===== config.mk =====
export PLATFORM = sky130hd
export DESIGN_NAME = fa_frame_assembler
export DESIGN_NICKNAME = d
export VERILOG_FILES = /design/src/rtl/fa_pkg.sv /design/src/rtl/fa_tick_gen.sv /design/src/rtl/fa_field_pack.sv /design/src/rtl/fa_crc_word.sv /design/src/rtl/fa_frame_assembler.sv
export SDC_FILE = /design/constraint.sdc
export NUM_CORES = 1
export LEC_CHECK = 0
export CAP_MARGIN = 20
export CORE_UTILIZATION = 45
export DETAILED_ROUTE_END_ITERATION = 7
export GPL_TIMING_DRIVEN = 1
export PLACE_DENSITY_LB_ADDON = 0.08
export SETUP_SLACK_MARGIN = 0.5
export SYNTH_ARGS = -nofsm -noshare
export SYNTH_HDL_FRONTEND = slang
export SYNTH_HIERARCHICAL = 1
export SYNTH_SLANG_ARGS = --single-unit

===== constraint.sdc =====
create_clock -name clk -period 3.9 [get_ports clk]
set_input_delay 0.39 -clock clk [delete_from_list [all_inputs] [get_ports clk]]
set_output_delay 0.39 -clock clk [all_outputs]
set_load 0.03 [all_outputs]

===== src/rtl/fa_pkg.sv =====
package fa_pkg;

    localparam int FRAME_BITS = 256;
    localparam int DATA_BITS  = 224;
    localparam int CRC_BITS   = 32;
    localparam int NUM_CH     = 8;
    localparam int CNT_W      = 8;
    localparam int ADC_W      = 12;
    localparam int CARD_W     = 10;
    localparam int STAT_W     = 10;
    localparam int FID_W      = 16;
    localparam int SYNC_W     = 16;
    localparam int STEP_W     = 16;
    localparam int CNT_FLD_W  = NUM_CH * (CNT_W + 1);
    localparam int ADC_FLD_W  = NUM_CH * ADC_W;
    localparam int PAD_W      = DATA_BITS - (SYNC_W + CARD_W + FID_W + CNT_FLD_W + ADC_FLD_W + STAT_W);

    localparam logic [CRC_BITS-1:0] CRC_POLY   = 32'h04C11DB7;
    localparam logic [CRC_BITS-1:0] CRC_PRESET = 32'hFFFFFFFF;

    // Data part of a frame, most significant field first
    typedef struct packed {
        logic [SYNC_W-1:0]    sync;
        logic [CARD_W-1:0]    card;
        logic [FID_W-1:0]     fid;
        logic [CNT_FLD_W-1:0] counters;
        logic [ADC_FLD_W-1:0] adcs;
        logic [STAT_W-1:0]    status;
        logic [PAD_W-1:0]     pad;
    } fa_data_t;

    // One 16-bit CRC step, data fed MSB first
    function automatic logic [CRC_BITS-1:0] crc_step(
        input logic [CRC_BITS-1:0] crc_in,
        input logic [STEP_W-1:0]   data
    );
        logic [CRC_BITS-1:0] c;
        logic                fb;
        c = crc_in;
        for (int b = STEP_W - 1; b >= 0; b--) begin
            fb = c[CRC_BITS-1] ^ data[b];
            c  = {c[CRC_BITS-2:0], 1'b0};
            if (fb) c = c ^ CRC_POLY;
        end
        return c;
    endfunction

endpackage


===== src/rtl/fa_tick_gen.sv =====
module fa_tick_gen #(
    parameter int FRAME_CYCLES = 1600
) (
    input  logic clk,
    input  logic rst_n,
    output logic tick_o
);
    localparam int CW = (FRAME_CYCLES > 1) ? $clog2(FRAME_CYCLES) : 1;
    localparam logic [CW-1:0] LAST = CW'(FRAME_CYCLES - 1);

    logic [CW-1:0] cnt_d, cnt_q;

    always_comb begin
        if (cnt_q == LAST) cnt_d = '0;
        else               cnt_d = cnt_q + 1'b1;
    end

    always_ff @(posedge clk) begin
        if (!rst_n) cnt_q <= '0;
        else        cnt_q <= cnt_d;
    end

    assign tick_o = (cnt_q == '0);


    tick_single_chk: assert property (@(posedge clk) disable iff (!rst_n)
        tick_o |=> !tick_o);

endmodule


===== src/rtl/fa_field_pack.sv =====
module fa_field_pack
    import fa_pkg::*;
#(
    parameter logic [SYNC_W-1:0] START_PATTERN = 16'hBC5A
) (
    input  logic [NUM_CH*CNT_W-1:0] cnt_value_i,
    input  logic [NUM_CH-1:0]       cnt_status_i,
    input  logic [NUM_CH*ADC_W-1:0] adc_value_i,
    input  logic [STAT_W-1:0]       card_status_i,
    input  logic [CARD_W-1:0]       card_id_i,
    input  logic [FID_W-1:0]        fid_i,
    output fa_data_t                data_o
);
    localparam int ENT_W = CNT_W + 1;

    logic [CNT_FLD_W-1:0] cnt_field;
    logic [ADC_FLD_W-1:0] adc_field;

    // Channel 1 occupies the most significant entry of each field
    for (genvar g = 0; g < NUM_CH; g++) begin : g_ch
        assign cnt_field[CNT_FLD_W-1-g*ENT_W -: ENT_W] =
            {cnt_status_i[g], cnt_value_i[g*CNT_W +: CNT_W]};
        assign adc_field[ADC_FLD_W-1-g*ADC_W -: ADC_W] =
            adc_value_i[g*ADC_W +: ADC_W];
    end

    always_comb begin
        data_o          = '0;
        data_o.sync     = START_PATTERN;
        data_o.card     = card_id_i;
        data_o.fid      = fid_i;
        data_o.counters = cnt_field;
        data_o.adcs     = adc_field;
        data_o.status   = card_status_i;
        data_o.pad      = '0;
    end

endmodule


===== src/rtl/fa_crc_word.sv =====
module fa_crc_word
    import fa_pkg::*;
#(
    parameter int WORD_W = 16
) (
    input  logic [CRC_BITS-1:0] crc_i,
    input  logic [WORD_W-1:0]   data_i,
    output logic [CRC_BITS-1:0] crc_o
);
    localparam int STEPS = WORD_W / STEP_W;

    logic [CRC_BITS-1:0] chain [STEPS+1];

    assign chain[0] = crc_i;

    for (genvar s = 0; s < STEPS; s++) begin : g_step
        assign chain[s+1] = crc_step(chain[s], data_i[WORD_W-1-s*STEP_W -: STEP_W]);
    end

    assign crc_o = chain[STEPS];

endmodule


===== src/rtl/fa_frame_assembler.sv =====
module fa_frame_assembler
    import fa_pkg::*;
#(
    parameter int                WORD_W        = 16,
    parameter int                FRAME_CYCLES  = 1600,
    parameter logic [SYNC_W-1:0] START_PATTERN = 16'hBC5A
) (
    input  logic                    clk,
    input  logic                    rst_n,
    input  logic [NUM_CH*CNT_W-1:0] cnt_value_i,
    input  logic [NUM_CH-1:0]       cnt_status_i,
    input  logic [NUM_CH*ADC_W-1:0] adc_value_i,
    input  logic [STAT_W-1:0]       card_status_i,
    input  logic [CARD_W-1:0]       card_id_i,
    output logic [WORD_W-1:0]       word_o,
    output logic                    word_valid_o,
    output logic                    frame_start_o
);
    localparam int NWORDS     = FRAME_BITS / WORD_W;
    localparam int DATA_WORDS = DATA_BITS / WORD_W;
    localparam int IDX_W      = $clog2(NWORDS + 1);
    localparam logic [IDX_W-1:0] LAST_IDX = IDX_W'(NWORDS - 1);
    localparam logic [IDX_W-1:0] DATA_END = IDX_W'(DATA_WORDS);

    typedef struct packed {
        logic                active;
        logic [IDX_W-1:0]    idx;
        fa_data_t            data;
        logic [FID_W-1:0]    fid;
        logic [CRC_BITS-1:0] crc;
        logic [WORD_W-1:0]   word;
        logic                valid;
        logic                sof;
    } state_t;

    state_t st_d, st_q;

    logic                  tick;
    fa_data_t              packed_data;
    logic [FRAME_BITS-1:0] full_frame;
    logic [WORD_W-1:0]     cur_word;
    logic [CRC_BITS-1:0]   crc_next;

    fa_tick_gen #(
        .FRAME_CYCLES(FRAME_CYCLES)
    ) u_tick (
        .clk   (clk),
        .rst_n (rst_n),
        .tick_o(tick)
    );

    fa_field_pack #(
        .START_PATTERN(START_PATTERN)
    ) u_pack (
        .cnt_value_i  (cnt_value_i),
        .cnt_status_i (cnt_status_i),
        .adc_value_i  (adc_value_i),
        .card_status_i(card_status_i),
        .card_id_i    (card_id_i),
        .fid_i        (st_q.fid),
        .data_o       (packed_data)
    );

    assign full_frame = {st_q.data, st_q.crc};
    assign cur_word   = full_frame[FRAME_BITS-1-int'(st_q.idx)*WORD_W -: WORD_W];

    fa_crc_word #(
        .WORD_W(WORD_W)
    ) u_crc (
        .crc_i (st_q.crc),
        .data_i(cur_word),
        .crc_o (crc_next)
    );

    always_comb begin
        st_d       = st_q;
        st_d.valid = 1'b0;
        st_d.sof   = 1'b0;
        if (st_q.active) begin
            st_d.word  = cur_word;
            st_d.valid = 1'b1;
            st_d.sof   = (st_q.idx == '0);
            if (st_q.idx < DATA_END) st_d.crc = crc_next;
            if (st_q.idx == LAST_IDX) st_d.active = 1'b0;
            else                      st_d.idx    = st_q.idx + 1'b1;
        end
        if (tick) begin
            st_d.active = 1'b1;
            st_d.idx    = '0;
            st_d.data   = packed_data;
            st_d.fid    = st_q.fid + 1'b1;
            st_d.crc    = CRC_PRESET;
        end
    end

    always_ff @(posedge clk) begin
        if (!rst_n) st_q <= '0;
        else        st_q <= st_d;
    end

    assign word_o        = st_q.word;
    assign word_valid_o  = st_q.valid;
    assign frame_start_o = st_q.sof;


    tick_idle_chk: assert property (@(posedge clk) disable iff (!rst_n)
        tick |-> !st_q.active);


    sof_valid_chk: assert property (@(posedge clk) disable iff (!rst_n)
        frame_start_o |-> word_valid_o);


    burst_head_chk: assert property (@(posedge clk) disable iff (!rst_n)
        $rose(word_valid_o) |-> frame_start_o);


    crc_frozen_chk: assert property (@(posedge clk) disable iff (!rst_n)
        (st_q.active && st_q.idx >= DATA_END) |=> $stable(st_q.crc));


    data_hold_chk: assert property (@(posedge clk) disable iff (!rst_n)
        (st_q.active && !tick) |=> $stable(st_q.data));

endmodule


# Word-level counts from Yosys, hierarchy flattened
# Index checks and enable logic that the tools add are counted.
# W data, S select, Z words.
[totals]
regBits = 288
inputBits = 190
out_inout_bits = 18
wordCells = 87
[classes]
n_addsub = 4
magnitude_cmp = 1
eq_ne = 2
n_shift = 1
muxes = 22
n_bitwise = 34
n_reduce_logical = 9
[op_table]
columns = ["operator", "count"]
rows = [
  ["$mux W27", 16],
  ["$mux W278", 1],
  ["$shiftx A271 B10 Y16", 1],
  ["$not A14 Y14", 16],
  ["$mux W50", 1],
  ["$mux W32", 1],
  ["$add A16 B1 Y16 const B", 1],
  ["$xor A1 B1 Y1", 16],
  ["$add A11 B1 Y11 const B", 1],
  ["$eq A11 B11 Y1 const B", 1],
  ["$logic_not A11 Y1", 1],
  ["$sub A8 B9 Y10 const A", 1],
  ["$mux W6", 1],
  ["$reduce_and A2 Y1", 3],
  ["$add A5 B1 Y5 const B", 1],
  ["$eq A5 B4 Y1 const B", 1],
  ["$logic_not A5 Y1", 1],
  ["$lt A5 B4 Y1 const B", 1],
  ["$mux W5", 1],
  ["$reduce_bool A2 Y1", 2],
  ["$reduce_or A2 Y1", 2],
  ["$not A1 Y1", 2],
  ["$mux W1", 1],
]

# Logic depth before layout (Yosys ltp)
[logic_depth]
ltp_word = 37
ltp_mapped = 15
ltp_nobuf = 12

# Hierarchy
# Netlist, hierarchy kept.
[by_module_without_submodules]
columns = ["module", "n_inst", "cells_each", "area_each_um2", "seq_area_each_um2"]
rows = [
  ["fa_frame_assembler", 1, 1337, 12842.3, 5925.7],
  ["fa_field_pack", 1, 226, 1689.1, 0.0],
  ["fa_crc_word", 1, 139, 1461.4, 0.0],
  ["fa_tick_gen", 1, 62, 565.5, 220.2],
]

# Worst setup path before layout
# No wires, ideal clock.
[synth_timing]
kind = "register to register"
from = "register st_q[291] in the netlist's numbering"
to = "register st_q, in the netlist full_frame[11]"
setup_time_ps = 74
arrival_time_ps = 3529
required_ps = 3826
slack_ps = 297
stages_incl_launch_ff = 16
path_buffers = 3
synth_period_minus_slack_ps = 3603
cell_sequence = "dfxtp_1 -> clkbuf_1 -> buf_4 -> buf_2 -> mux2i_1 -> o22ai_1 -> nor2_1 -> nand2_1 -> xnor2_4 -> xnor3_2 -> xnor2_2 -> xor3_2 -> xnor2_2 -> xnor2_1 -> nand3_1 -> a31oi_1"
[synth_between]
word_cells_on_any_way = 47
cone_classes = "1 x add/sub; 1 x order compare; 1 x shift; 19 x mux; 23 x bitwise; 2 x reduce/logical"
[synth_rtl]
columns = ["item", "line_no", "source"]
rows = [
  ["from (decl)", "fa_frame_assembler.sv:36", "state_t st_d, st_q;"],
  ["from (signal assigned)", "fa_frame_assembler.sv:98", "else st_q <= st_d;"],
  ["$sub A8 B9 Y10 *", "fa_frame_assembler.sv:65", "assign cur_word = full_frame[FRAME_BITS-1-int'(st_q.idx)*WORD_W -: WORD_W];"],
  ["$shiftx A271 B10 Y16 *", "fa_frame_assembler.sv:65", ""],
  ["via cur_word[13]", "fa_frame_assembler.sv:41", "logic [WORD_W-1:0] cur_word;"],
  ["$xor A1 B1 Y1 *", "fa_pkg.sv:41", "fb = c[CRC_BITS-1] ^ data[b];"],
  ["$mux W27 *", "fa_pkg.sv:43", "if (fb) c = c ^ CRC_POLY;"],
  ["$xor A1 B1 Y1", "fa_pkg.sv:41", ""],
  ["$mux W27", "fa_pkg.sv:43", ""],
  ["$not A14 Y14 (no source line)", "-", ""],
  ["(+7 left out)", "-", ""],
  ["$not A14 Y14 (no source line)", "-", ""],
  ["$mux W27 *", "fa_pkg.sv:43", ""],
  ["$not A14 Y14 (no source line)", "-", ""],
  ["$mux W27 *", "fa_pkg.sv:43", ""],
  ["via crc_next[11]", "fa_frame_assembler.sv:42", "logic [CRC_BITS-1:0] crc_next;"],
  ["$mux W32 *", "fa_frame_assembler.sv:83", "if (st_q.idx < DATA_END) st_d.crc = crc_next;"],
  ["$mux W50 *", "fa_frame_assembler.sv:79", "if (st_q.active) begin"],
  ["$mux W278 *", "fa_frame_assembler.sv:87", "if (tick) begin"],
]
# Mark *: on every way through the listed nets, which the timed path passes. The rest lies on a longest branch. The select of a mux whose other input is x is not followed.
# A chain may end at the register's enable or synchronous reset.

# Final worst setup path
[layout_timing]
from = "register st_q[291] in the netlist's numbering"
to = "register st_q, in the netlist full_frame[11]"
[layout_between]
word_cells_on_any_way = 47
cone_classes = "1 x add/sub; 1 x order compare; 1 x shift; 19 x mux; 23 x bitwise; 2 x reduce/logical"
[layout_rtl]
columns = ["item", "line_no"]
rows = [
  ["$sub A8 B9 Y10 *", "fa_frame_assembler.sv:65"],
  ["$shiftx A271 B10 Y16 *", "fa_frame_assembler.sv:65"],
  ["via cur_word[15]", "fa_frame_assembler.sv:41"],
  ["$xor A1 B1 Y1 *", "fa_pkg.sv:41"],
  ["$mux W27 *", "fa_pkg.sv:43"],
  ["$xor A1 B1 Y1", "fa_pkg.sv:41"],
  ["$mux W27 (2 in series)", "fa_pkg.sv:43"],
  ["$not A14 Y14 (no source line)", "-"],
  ["(+9 left out)", "-"],
  ["$not A14 Y14 (no source line)", "-"],
  ["$mux W27", "fa_pkg.sv:43"],
  ["$not A14 Y14 (no source line)", "-"],
  ["$mux W27 *", "fa_pkg.sv:43"],
  ["via crc_next[11]", "fa_frame_assembler.sv:42"],
  ["$mux W32 *", "fa_frame_assembler.sv:83"],
  ["$mux W50 *", "fa_frame_assembler.sv:79"],
  ["$mux W278 *", "fa_frame_assembler.sv:87"],
]
# Marked as above.

==> results.json <==
{
  "grt_pass1_wl_um": 69700,
  "clock_latency_ns": 0.54,
  "initial_core_util_pct": 46.1,
  "finalSetupTns_ns": 0,
  "synth_area_um2": 16600,
  "cap_violations": 0,
  "numCtsBuffers": 36,
  "drt_wl_total_um": 46700,
  "synth-edff-count": 0,
  "finalSetupViolCount": 0,
  "min_period_ns": 3.48,
  "root_buffer": "clkbuf_16",
  "nNetsFinal": 2032,
  "area_growth_pct": 25.6,
  "final_cells": 2326,
  "hold_viol": 0,
  "die_w_um": 194,
  "core_um2": 35900,
  "synth_warnings": 6,
  "cp_max_fo": 7,
  "crit_type": "flip-flop to flip-flop",
  "ios": 208,
  "fin_skew_ns": 0.0185,
  "dr.pass1.iters": 5,
  "grt_antenna_before_repair": 2,
  "grt_start_max_net_pins": 112,
  "hpwl_um": 33300,
  "powerDensity_nw_per_um2": 868,
  "drt_iter0_drc": 739,
  "peakVddDrop_uv": 755,
  "cp.arrival_ns": 3.93,
  "final_common_cell": "mux2i_1",
  "outcome": "finished, final reports clean",
  "finalPower_w": 0.0181,
  "yosys.cell_types.count": 52,
  "critPathLaunchType": "flip-flop",
  "viasPerCell": 5.14,
  "rr_endpoint": "full_frame[11]$_SDFFE_PN0P_",
  "holdBufCountCts": 0,
  "post-route-util_pct": 57.9,
  "worst_slew_pin_slew_ns": 0.875,
  "wl_per_cell_um": 20.1,
  "grt_util_all_layers_pct": 23.9,
  "r2r_cells": 15,
  "drcViolationCount": 0,
  "max_freq_ghz": 0.287,
  "slew_headroom_pct": 41.7,
  "reg2reg_slack_ns": 0.42,
  "crit_required_ns": 4.35,
  "place_congestion": 0.908,
  "dieHeight_um": 194,
  "async_flop_share_pct": 0,
  "io_buffers": 207,
  "cts_tree": "done",
  "ys_seq_area_share_pct": 37.1,
  "hp-start": "cnt_value_i[24]",
  "cts.sinks": 307,
  "rows": 69,
  "timing.final.crit_share_pct": 89.3,
  "synth_top_area_share_pct": 37.1,
  "yosysTopAreaCell": "dfxtp_1",
  "endpoint_kind": "flip-flop",
  "drtAntennaViolNets": 0,
  "p_leak_nw": 7.97,
  "htree_levels": 2,
  "hold_path.class": "primary input to flip-flop",
  "hold_depth": 3,
  "vias": 12000,
  "grt_overflow_total": 0,
  "slew_viol_final": 0,
  "dpl.cell_count": 2194,
  "syn_avg_cell_area_um2": 9.39,
  "grt_pass1_vias": 11600,
  "r2r-start": "st_q[291]$_SDFFE_PP0P_",
  "synth_ff_type": "dfxtp_1",
  "layout_common_cells": "mux2i_1 (323), dfxtp_1 (301), nor2_1 (255)",
  "cts_buffer_depth": 3,
  "grt_setup_unrepaired": "true",
  "startpoint": "st_q[291]$_SDFFE_PP0P_",
  "layout-drive-gt1-share_pct": 20.0,
  "synthCells": 1764,
  "path_clk_slew_ns": 0.06,
  "min_to": "full_frame[178]$_SDFFE_PN0P_",
  "die_area_um2": 37600,
  "synth_seq_cells": 307,
  "synth.area.top_cells": "dfxtp_1 (37%), mux2i_1 (21%), buf_4 (11%)"
}
-- timing repair --
item	4_1_cts	5_1_grt
endpoints found under the setup margin	31	27
pin swaps	21	60
resized for setup	81	111
cloned	1	4
buffers inserted	19	41
-- power breakdown --
group	total, W	internal (W)	switching [W]
Clock	0.00347	0.00210	0.00137
Sequential	0.00396	0.00355	0.000409
Combinational	0.0106	0.00568	0.00495
-- worst max path at each step --
stage	end	slack [ns]	cells past startpoint
6_report	full_frame[11]$_SDFFE_PN0P_	0.42	15
3_3_place_gp	full_frame[15]$_SDFFE_PN0P_	0.07	13
5_1_grt	full_frame[23]$_SDFFE_PN0P_	0.29	13
3_5_place_dp	full_frame[11]$_SDFFE_PN0P_	0.06	14
4_1_cts	full_frame[11]$_SDFFE_PN0P_	0.38	14
2_1_floorplan	full_frame[23]$_SDFFE_PN0P_	0.43	15
-- cells in the mapped netlist (all sizes together) (30+ instances only) --
master and count:
a22oi 32, a31oi 49, buf 296, clkbuf 54, dfxtp 307, mux2i 353
nand2 61, nand3 62, nor2 268, o22ai 30, xnor2 106, xor2 42
-- critical path, cell delays in order, from the launching register on --
cell and delay (ns):
dfxtp_4 0.38, buf_6 0.12, buf_12 0.12, buf_12 0.13, mux2i_2 0.24, o22ai_2 0.12, nor2_2 0.20, nand2_1 0.17
xnor2_4 0.30, xnor3_2 0.34, xor2_2 0.18, xor3_2 0.45, xnor2_2 0.22, xnor2_1 0.15, nand3_1 0.10, a31oi_1 0.18
-- registers in the layout, summed over array words and instances, names as in the netlist --
| name | flops |
|---|---|
| frame_start_o | 1 |
| full_frame | 256 |
| st_q | 22 |
| u_tick/cnt_q | 11 |
| word_o | 16 |
| word_valid_o | 1 |
-- through the flow --
step	hold WS (ns)	setup WS, ns	instance area [µm²]
6_report	0.460	0.418	20800
3_3_place_gp	0.441	0.0746	17800
2_1_floorplan	0.430	0.432	16700
4_1_cts	0.449	0.383	19700
3_5_place_dp	0.476	0.0558	17800
5_1_grt	0.462	0.293	20800
-- cells by family (layout without fill, tap and decap cells) --
family | Yosys count | in the layout | synth area share (%)
buffers and inverters | 360 | 441 | 14.2
XOR/XNOR | 155 | 155 | 9.70
flip-flops | 307 | 307 | 37.1
AND/OR/NAND/NOR | 435 | 436 | 11.3
other | 2 | 21 | 0.0454
adder cells (fa/ha/maj) | 6 | 6 | 0.453
AO/OA/AOI/OAI | 145 | 145 | 5.71
multiplexers | 354 | 354 | 21.5
-- final cells by class --
class / count / area (µm²)
diodes: 1 / 2.50
clock buffers: 57 / 1110
clock inverters: 9 / 131
fillers: 3138 / 15100
inverters: 10 / 45.0
multi-input cells: 1116 / 9140
flip-flops and latches: 307 / 6160
well taps: 461 / 577
repair buffers: 365 / 3640
-- metal layers --
| layer | wire length, µm | GRT usage, % | up-vias |
|---|---|---|---|
| met5 | 8 | 0 | - |
| met2 | 22500 | 40.5 | 305 |
| met4 | 903 | 5.70 | 2 |
| met1 | 21100 | 32.0 | 5686 |
| met3 | 2190 | 3.60 | 57 |
| li1 | - | - | 5900 |
(Power assumes the default switching activity.)
